`src/rtl/dxl_pkg.sv`:
```
`timescale 1ns/1ps
package dxl_pkg;
    localparam int unsigned XW = 64;

    // write-keep masks
    localparam logic [XW-1:0] KEEP_BASE      = 64'h0000_0000_FFF0_0003;
    localparam logic [XW-1:0] KEEP_BASE_LAST = 64'h0000_0080_FFF0_0001;
    localparam logic [XW-1:0] FORCE_SG       = 64'h0000_0000_0000_0002;
    localparam logic [XW-1:0] KEEP_MASK      = 64'h0000_0000_FFF0_0000;
    localparam logic [XW-1:0] KEEP_TBA       = 64'h0000_0007_FFFF_FC00;
    localparam logic [XW-1:0] KEEP_CTL       = 64'h0000_001C_FF0F_C7FF;

    // translation constants
    localparam logic [XW-1:0] LOW_EXT        = 64'h0000_0000_000F_FFFF;
    localparam logic [XW-1:0] SG_INDEX       = 64'h0000_0000_000F_E000;
    localparam logic [XW-1:0] PTE_FRAME      = 64'h0000_0000_003F_FFFE;
    localparam logic [XW-1:0] PAGE_MASK      = 64'h0000_0000_0000_1FFF;
    localparam logic [XW-1:0] WIDE_DIRECT    = 64'h0000_0007_FFFF_FFFF;
    localparam logic [XW-1:0] WIDE_TBA_KEEP  = 64'h0000_0007_FFC0_0000;
    localparam logic [XW-1:0] WIDE_INDEX     = 64'h0000_0000_FFFF_E000;
    localparam logic [XW-1:0] HOLE_LO        = 64'h0000_0000_0008_0000;
    localparam logic [XW-1:0] HOLE_HI        = 64'h0000_0000_000F_FFFF;

    localparam int unsigned BIT_EN   = 0;
    localparam int unsigned BIT_SG   = 1;
    localparam int unsigned BIT_WIDE = 39;
    localparam int unsigned BIT_HOLE = 5;
    localparam int unsigned BIT_PASS = 6;

    typedef enum logic [1:0] {
        K_MISS   = 2'd0,
        K_DIRECT = 2'd1,
        K_TABLE  = 2'd2
    } kind_t;

    typedef struct packed {
        kind_t          kind;
        logic [XW-1:0]  addr;   // final address (direct) or entry address (table)
        logic [XW-1:0]  mask;
    } route_t;

    typedef enum logic [2:0] {
        S_IDLE   = 3'd0,
        S_LOOKUP = 3'd1,
        S_FETCH  = 3'd2,
        S_WAIT   = 3'd3,
        S_RESP   = 3'd4
    } state_t;
endpackage

```
`src/rtl/dxl_regs.sv`:
```
`timescale 1ns/1ps
module dxl_regs
    import dxl_pkg::*;
#(
    parameter int unsigned NUM_WIN = 4,
    parameter int unsigned CFG_AW  = 12
) (
    input  logic              clk,
    input  logic              rst_n,
    input  logic              wr_en,
    input  logic [CFG_AW-1:0] addr,
    input  logic [XW-1:0]     wdata,
    output logic [XW-1:0]     rdata,
    output logic [XW-1:0]     win_base [NUM_WIN],
    output logic [XW-1:0]     win_mask [NUM_WIN],
    output logic [XW-1:0]     win_tba  [NUM_WIN],
    output logic [XW-1:0]     ctl
);
    localparam int unsigned STRIDE   = 64;
    localparam int unsigned GRP_SPAN = 256;
    localparam int unsigned OFS_MASK = GRP_SPAN;
    localparam int unsigned OFS_TBA  = 2 * GRP_SPAN;
    localparam int unsigned OFS_CTL  = 3 * GRP_SPAN;

    function automatic logic hit_ofs(input logic [CFG_AW-1:0] a, input int unsigned ofs);
        return a == CFG_AW'(ofs);
    endfunction

    for (genvar g = 0; g < NUM_WIN; g++) begin : g_win
        localparam logic [XW-1:0] BKEEP  = (g == NUM_WIN - 1) ? KEEP_BASE_LAST : KEEP_BASE;
        localparam logic [XW-1:0] BFORCE = (g == NUM_WIN - 1) ? FORCE_SG : '0;

        always_ff @(posedge clk) begin
            if (!rst_n) begin
                win_base[g] <= BFORCE;
                win_mask[g] <= '0;
                win_tba[g]  <= '0;
            end else if (wr_en) begin
                if (hit_ofs(addr, g * STRIDE))
                    win_base[g] <= (wdata & BKEEP) | BFORCE;
                if (hit_ofs(addr, OFS_MASK + g * STRIDE))
                    win_mask[g] <= wdata & KEEP_MASK;
                if (hit_ofs(addr, OFS_TBA + g * STRIDE))
                    win_tba[g]  <= wdata & KEEP_TBA;
            end
        end
    end

    always_ff @(posedge clk) begin
        if (!rst_n)
            ctl <= '0;
        else if (wr_en && hit_ofs(addr, OFS_CTL))
            ctl <= wdata & KEEP_CTL;
    end

    always_comb begin
        rdata = '0;
        for (int i = 0; i < NUM_WIN; i++) begin
            if (hit_ofs(addr, i * STRIDE))            rdata = win_base[i];
            if (hit_ofs(addr, OFS_MASK + i * STRIDE)) rdata = win_mask[i];
            if (hit_ofs(addr, OFS_TBA + i * STRIDE))  rdata = win_tba[i];
        end
        if (hit_ofs(addr, OFS_CTL)) rdata = ctl;
    end
endmodule

```
`src/rtl/dxl_win.sv`:
```
`timescale 1ns/1ps
module dxl_win
    import dxl_pkg::*;
(
    input  logic [XW-1:0] base,
    input  logic [XW-1:0] mask,
    input  logic [XW-1:0] tba,
    input  logic [XW-1:0] addr,
    output logic          hit,
    output logic          sg,
    output logic [XW-1:0] xaddr,
    output logic [XW-1:0] xmask
);
    logic [XW-1:0] ext;
    logic [XW-1:0] direct_addr;
    logic [XW-1:0] entry_addr;

    always_comb begin
        ext         = mask | LOW_EXT;
        hit         = base[BIT_EN] && ((addr & ~ext) == (base & KEEP_MASK));
        sg          = base[BIT_SG];
        direct_addr = (tba & ~ext) | (addr & ext);
        entry_addr  = (tba & ~(mask >> 10)) | ((addr & (mask | SG_INDEX)) >> 10);
        xaddr       = sg ? entry_addr : direct_addr;
        xmask       = sg ? PAGE_MASK : ext;
    end
endmodule

```
`src/rtl/dxl_route.sv`:
```
`timescale 1ns/1ps
module dxl_route
    import dxl_pkg::*;
#(
    parameter int unsigned NUM_WIN = 4
) (
    input  logic [XW-1:0] addr,
    input  logic          hole_en,
    input  logic          pass_en,
    input  logic [XW-1:0] win_base [NUM_WIN],
    input  logic [XW-1:0] win_mask [NUM_WIN],
    input  logic [XW-1:0] win_tba  [NUM_WIN],
    output route_t        route
);
    localparam int unsigned LAST = NUM_WIN - 1;
    localparam int unsigned IDXW = (NUM_WIN > 1) ? $clog2(NUM_WIN) : 1;

    logic [NUM_WIN-1:0] w_hit, w_sg, usable;
    logic [XW-1:0]      w_addr [NUM_WIN];
    logic [XW-1:0]      w_mask [NUM_WIN];

    for (genvar g = 0; g < NUM_WIN; g++) begin : g_w
        dxl_win u_win (
            .base  (win_base[g]),
            .mask  (win_mask[g]),
            .tba   (win_tba[g]),
            .addr  (addr),
            .hit   (w_hit[g]),
            .sg    (w_sg[g]),
            .xaddr (w_addr[g]),
            .xmask (w_mask[g])
        );
        if (g == LAST) begin : g_last
            assign usable[g] = w_hit[g] && !win_base[g][BIT_WIDE];
        end else begin : g_norm
            assign usable[g] = w_hit[g];
        end
    end

    logic            found;
    logic [IDXW-1:0] sel;
    logic            narrow, in_hole, pass_range, wide_range;
    logic [XW-1:0]   wide_entry;

    always_comb begin
        found = 1'b0;
        sel   = '0;
        for (int i = NUM_WIN - 1; i >= 0; i--) begin
            if (usable[i]) begin
                found = 1'b1;
                sel   = IDXW'(i);
            end
        end
    end

    always_comb begin
        narrow     = addr[63:32] == '0;
        in_hole    = hole_en && addr >= HOLE_LO && addr <= HOLE_HI;
        pass_range = addr[63:40] == 24'h1;
        wide_range = addr[63:43] == 21'h1;
        wide_entry = (win_tba[LAST] & WIDE_TBA_KEEP) | ((addr & WIDE_INDEX) >> 10);

        route.kind = K_MISS;
        route.addr = '0;
        route.mask = '0;
        if (narrow) begin
            if (!in_hole && found) begin
                route.kind = w_sg[sel] ? K_TABLE : K_DIRECT;
                route.addr = w_addr[sel];
                route.mask = w_mask[sel];
            end
        end else if (pass_range && pass_en) begin
            route.kind = K_DIRECT;
            route.addr = addr & WIDE_DIRECT;
            route.mask = WIDE_DIRECT;
        end else if (wide_range && win_base[LAST][BIT_WIDE] && win_base[LAST][BIT_EN]) begin
            route.kind = K_TABLE;
            route.addr = wide_entry;
            route.mask = PAGE_MASK;
        end
    end
endmodule

```
`src/rtl/dxl_xlate.sv`:
```
`timescale 1ns/1ps
module dxl_xlate
    import dxl_pkg::*;
#(
    parameter int unsigned NUM_WIN = 4,
    parameter int unsigned CFG_AW  = 12
) (
    input  logic              clk,
    input  logic              rst_n,
    input  logic              cfg_wr_en,
    input  logic [CFG_AW-1:0] cfg_addr,
    input  logic [63:0]       cfg_wdata,
    output logic [63:0]       cfg_rdata,
    input  logic              xl_valid,
    input  logic [63:0]       xl_addr,
    output logic              xl_busy,
    output logic              rsp_valid,
    output logic              rsp_hit,
    output logic [63:0]       rsp_paddr,
    output logic [63:0]       rsp_mask,
    output logic              mem_req_valid,
    input  logic              mem_req_ready,
    output logic [63:0]       mem_req_addr,
    input  logic              mem_rsp_valid,
    input  logic [63:0]       mem_rsp_data
);
    logic [XW-1:0] win_base [NUM_WIN];
    logic [XW-1:0] win_mask [NUM_WIN];
    logic [XW-1:0] win_tba  [NUM_WIN];
    logic [XW-1:0] ctl;
    route_t        route;

    dxl_regs #(.NUM_WIN(NUM_WIN), .CFG_AW(CFG_AW)) u_regs (
        .clk      (clk),
        .rst_n    (rst_n),
        .wr_en    (cfg_wr_en),
        .addr     (cfg_addr),
        .wdata    (cfg_wdata),
        .rdata    (cfg_rdata),
        .win_base (win_base),
        .win_mask (win_mask),
        .win_tba  (win_tba),
        .ctl      (ctl)
    );

    state_t        state, state_nx;
    logic [XW-1:0] addr_q, entry_q, paddr_q, mask_q;
    logic          hit_q;

    dxl_route #(.NUM_WIN(NUM_WIN)) u_route (
        .addr     (addr_q),
        .hole_en  (ctl[BIT_HOLE]),
        .pass_en  (ctl[BIT_PASS]),
        .win_base (win_base),
        .win_mask (win_mask),
        .win_tba  (win_tba),
        .route    (route)
    );

    // state register
    always_ff @(posedge clk) begin
        if (!rst_n) state <= S_IDLE;
        else        state <= state_nx;
    end

    // transitions
    always_comb begin
        state_nx = state;
        unique case (state)
            S_IDLE:   if (xl_valid)      state_nx = S_LOOKUP;
            S_LOOKUP: state_nx = (route.kind == K_TABLE) ? S_FETCH : S_RESP;
            S_FETCH:  if (mem_req_ready) state_nx = S_WAIT;
            S_WAIT:   if (mem_rsp_valid) state_nx = S_RESP;
            S_RESP:   state_nx = S_IDLE;
            default:  state_nx = S_IDLE;
        endcase
    end

    // datapath registers
    always_ff @(posedge clk) begin
        if (!rst_n) begin
            addr_q  <= '0;
            entry_q <= '0;
            paddr_q <= '0;
            mask_q  <= '0;
            hit_q   <= 1'b0;
        end else begin
            unique case (state)
                S_IDLE: if (xl_valid) addr_q <= xl_addr;
                S_LOOKUP: begin
                    entry_q <= route.addr;
                    hit_q   <= route.kind == K_DIRECT;
                    paddr_q <= (route.kind == K_DIRECT) ? route.addr : '0;
                    mask_q  <= (route.kind == K_DIRECT) ? route.mask : '0;
                end
                S_WAIT: if (mem_rsp_valid) begin
                    hit_q   <= mem_rsp_data[0];
                    paddr_q <= mem_rsp_data[0]
                             ? (((mem_rsp_data & PTE_FRAME) << 12) | (addr_q & PAGE_MASK)) : '0;
                    mask_q  <= mem_rsp_data[0] ? PAGE_MASK : '0;
                end
                default: ;
            endcase
        end
    end

    // outputs
    always_comb begin
        xl_busy       = state != S_IDLE;
        mem_req_valid = state == S_FETCH;
        mem_req_addr  = entry_q;
        rsp_valid     = state == S_RESP;
        rsp_hit       = hit_q;
        rsp_paddr     = paddr_q;
        rsp_mask      = mask_q;
    end
endmodule

```
`config.mk`:
```
export PLATFORM = sky130hd
export DESIGN_NAME = dxl_xlate
export DESIGN_NICKNAME = d
export VERILOG_FILES = /design/src/rtl/dxl_pkg.sv /design/src/rtl/dxl_regs.sv /design/src/rtl/dxl_win.sv /design/src/rtl/dxl_route.sv /design/src/rtl/dxl_xlate.sv
export SDC_FILE = /design/constraint.sdc
export NUM_CORES = 1
export LEC_CHECK = 0
export ABC_CLOCK_PERIOD_IN_PS = 5000
export CAP_MARGIN = 30
export CORE_ASPECT_RATIO = 1.25
export CORE_MARGIN = 2
export CORE_UTILIZATION = 40
export DETAILED_ROUTE_END_ITERATION = 8
export DONT_BUFFER_PORTS = 1
export SLEW_MARGIN = 40
export SYNTH_ARGS = -nofsm -noshare
export SYNTH_HDL_FRONTEND = slang
export SYNTH_SLANG_ARGS = --single-unit
```
`constraint.sdc`:
```
create_clock -name clk -period 5 [get_ports clk]
set_input_delay 0.25 -clock clk [delete_from_list [all_inputs] [get_ports clk]]
set_output_delay 0.25 -clock clk [all_outputs]
set_load 0.1 [all_outputs]
```
==> reports/qor.csv <==
metric;value;unit
CP endpoint kind;register;
relative slew slack;39.9;%
area of the die;52000;um^2
post-synthesis instance area;20100;um^2
CTS Root Cell;sky130_fd_sc_hd__clkbuf_16;
RD Place Congestion;1.07;
GRT busiest layer;met2;
proportion of layout cells with a drive suffix above 1;13.2;%
worst hold margin;33.5;ps
area of the placeable core;49400;um^2
quantity of I/O buffers inserted on ports;0;
total power divided by cell area;311;nW/um^2
maximum fanout along the worst path;28;
total power of the final layout;7340;uW
proportion of power drawn by the clock network;43.1;%
Sw Ratio;30.8;%
Seq. cell area;7820;um^2
Final Core Density;47.7;%
cell internal power dissipation;5080;uW
DR iter-0 viols;2467;
number of buffers created by CTS;42;
Worst Tran Pin Value;895;ps
top flip-flop cell by instance count after synthesis;sky130_fd_sc_hd__dfxtp_1;
net switching power;2260;uW
die span in x;204;um
post-synthesis sequential area ratio;38.4;%
number of global-route vias before repair;18859;
routed via count;20618;
Initial Util;40.6;%
number of DRC violations after detailed routing;0;
standard-cell rows;91;
count of cell types in the netlist;67;
grt met3 use;7.23;%
fin nets;2971;
area added between synthesis and finish;17.4;%
share of power burned in combinational logic;11.7;%
area taken by multi-input logic gates;11100;um^2
Remaining Overflow, GRT;0;
outcome;finished clean;
share of the cycle needed by the critical path after routing;90.7;%
Synth Register Bits;385;
number of antenna violations at the first check in global routing;8;
post-layout minimum cycle time;4540;ps
path class of the lowest-slack min-delay path;in -> reg;
CTS Buffer Depth;3;
met2 routing resource usage after global routing;54.8;%
Clock transition at path regs;70;ps
overall fraction of global-route tracks in use;33.8;%
Setup TNS Final;0;ps
worst-case vdd ir drop;0.000214;V
Initial DRT Pass Iterations;6;
maximum operating frequency;220;MHz
Worst EP required;5440;ps
synthesis warning total;0;
final max-slew violation count;0;
average footprint of a synthesized cell;7.47;um^2
CTS tree;done;
total wirelength of the detailed-routed design;91300;um
number of synthesized flops with an enable pin;0;
number of nets with antenna violations after detailed routing;0;
GRT met1 Usage;42.3;%
Synth async-reset ratio;0;%
final number of setup-violating endpoints;0;
via/cell ratio;5.97;
WS Path Type;reg -> reg;
max_cap viols;0;
clock sink count;385;
Post-Route Skew;19.4;ps
Ports;470;
Mapped Cells;2685;
RSZ-0062 raised after global routing;no;
data arrival time of the worst path;4980;ps
number of H-tree branching levels;2;
Filler cells;4889;
vertical die dimension;254;um
wire length of the first global-routing pass;130000;um
post-detailed-placement half-perimeter wirelength;65200;um
clock latency at the later pin of the worst-skew pair;590;ps
worst-case setup slack after placement;613;ps
pin count of the biggest net entering global routing;117;
wire length per cell;26.5;um
post-CTS setup repair buffer count;0;
launching element type of the critical path;register;
hold violation total from the final report;0;
part of the total power dissipated in sequential elements;45.2;%
Leak;0.00821;uW
final setup slack of the worst path;464;ps
-- Yosys cell counts (all sizes together), types with 9 or more instances --
| library cell | instances | area, um^2 |
|---|---|---|
| a21boi | 11 | 82.6 |
| a21oi | 403 | 2020 |
| a221oi | 15 | 131 |
| a222oi | 31 | 310 |
| a22oi | 72 | 541 |
| a311oi | 9 | 78.8 |
| a31oi | 39 | 244 |
| and2 | 23 | 144 |
| and3 | 9 | 56.3 |
| buf | 152 | 1120 |
| clkbuf | 189 | 709 |
| dfxtp | 385 | 7710 |
| mux2 | 18 | 203 |
| mux2i | 76 | 761 |
| nand2 | 709 | 2660 |
| nand2b | 12 | 75.1 |
| nand3 | 54 | 270 |
| nand4 | 18 | 119 |
| nor2 | 87 | 327 |
| nor2b | 74 | 463 |
| nor3 | 22 | 125 |
| nor4 | 17 | 125 |
| o211ai | 17 | 133 |
| o21ai | 100 | 500 |
| o22ai | 17 | 106 |
| xnor2 | 48 | 420 |
-- flip-flops by register name (all words and copies together), names as in the netlist --
signal and count:
addr_q 64, mem_req_addr 35, rsp_hit 1, rsp_mask 15
rsp_paddr 35, state 3, u_regs.ctl 28, u_regs.win_base 56
u_regs.win_mask 48, u_regs.win_tba 100
-- through the flow --
step / instances / area [um^2]
floorplan: 2797 / 20500
global placement: 3239 / 20700
detailed placement: 3241 / 20900
CTS: 3444 / 23600
global route: 3445 / 23500
finish: 3451 / 23600
-- final timing paths --
path	from	endpoint	slack (ps)	cells after the start
max	addr_q[27]	mem_req_addr[25]	460	11
min	rst_n	addr_q[5]	30	2
max reg2reg	addr_q[27]	mem_req_addr[25]	460	11
min reg2reg	u_regs.ctl[36]	u_regs.ctl[36]	450	2
-- worst max-delay path: stages (launching register included) --
cell                       delay, ps
sky130_fd_sc_hd__dfxtp_1         770
sky130_fd_sc_hd__nor2b_1         240
sky130_fd_sc_hd__xnor2_1         130
sky130_fd_sc_hd__nand3_1         130
sky130_fd_sc_hd__or4_1           670
sky130_fd_sc_hd__a2111o_2        810
sky130_fd_sc_hd__buf_4           300
sky130_fd_sc_hd__o211ai_1        150
sky130_fd_sc_hd__o21ai_1         100
sky130_fd_sc_hd__a222oi_1        750
sky130_fd_sc_hd__buf_4           250
sky130_fd_sc_hd__a21oi_1          60
-- layer usage --
layer	share of wire [%]	up-vias
li1	-	9254
met1	38	9875
met2	46	1259
met3	10	220
met4	5.7	10
met5	0.076	-
-- timing repair --
item	4_1_cts	5_1_grt
resized for setup	0	0
hold buffers	127	0
hold endpoints to repair	350	0
-- cell type report --
class,instances,area share (%)
Clock inverter,22,0.844
Sequential cell,385,33.2
Timing Repair Buffer,261,10.2
Clock buffer,54,4.99
Tap cell,651,3.46
Antenna cell,7,0.0743
Inverter,10,0.191
Multi-Input combinational cell,2061,47.1
-- power groups by stage --
stage / combinational (uW) / sequential, uW / clock [uW]
final: 857 / 3320 / 3160
after global routing: 897 / 3320 / 3320
after CTS: 845 / 3310 / 3190
after detailed placement: 711 / 3380 / 0
after global placement: 702 / 3380 / 0
after floorplan: 714 / 3340 / 0
-- cell families (layout without fill, tap and decap cells) --
logic type / count (synthesis) / after routing / synth area share [%]
mux: 96 / 96 / 5.03
flops: 385 / 385 / 38.4
simple gates: 1039 / 1039 / 22.3
xor+xnor: 48 / 48 / 2.10
other cells: 1 / 120 / 0.0187
buf+inv: 351 / 347 / 9.29
compound gates: 765 / 765 / 22.9
-- cell usage in the layout (no fill, tap or decap), types with 11 or more instances in the layout --
cell / n
sky130_fd_sc_hd__nand2_1: 705
sky130_fd_sc_hd__a21oi_1: 403
sky130_fd_sc_hd__dfxtp_1: 299
sky130_fd_sc_hd__buf_4: 125
sky130_fd_sc_hd__dlygate4sd3_1: 123
sky130_fd_sc_hd__conb_1: 113
sky130_fd_sc_hd__nor2_1: 83
sky130_fd_sc_hd__dfxtp_2: 83
sky130_fd_sc_hd__mux2i_1: 76
sky130_fd_sc_hd__nor2b_1: 73
sky130_fd_sc_hd__a22oi_1: 72
sky130_fd_sc_hd__o21ai_0: 61
sky130_fd_sc_hd__nand3_1: 54
sky130_fd_sc_hd__xnor2_1: 48
sky130_fd_sc_hd__clkbuf_16: 43
sky130_fd_sc_hd__o21ai_1: 34
sky130_fd_sc_hd__a222oi_1: 31
sky130_fd_sc_hd__a31oi_1: 23
sky130_fd_sc_hd__and2_1: 18
sky130_fd_sc_hd__mux2_2: 18
sky130_fd_sc_hd__nand4_1: 17
sky130_fd_sc_hd__nor3_1: 17
sky130_fd_sc_hd__o22ai_1: 17
sky130_fd_sc_hd__a31oi_2: 16
sky130_fd_sc_hd__o211ai_1: 16
sky130_fd_sc_hd__a221oi_1: 15
sky130_fd_sc_hd__nor4_1: 14
sky130_fd_sc_hd__nand2b_1: 12
sky130_fd_sc_hd__a21boi_0: 11
sky130_fd_sc_hd__clkinv_2: 11
No activity file was read; power rests on OpenSTA's default activity.
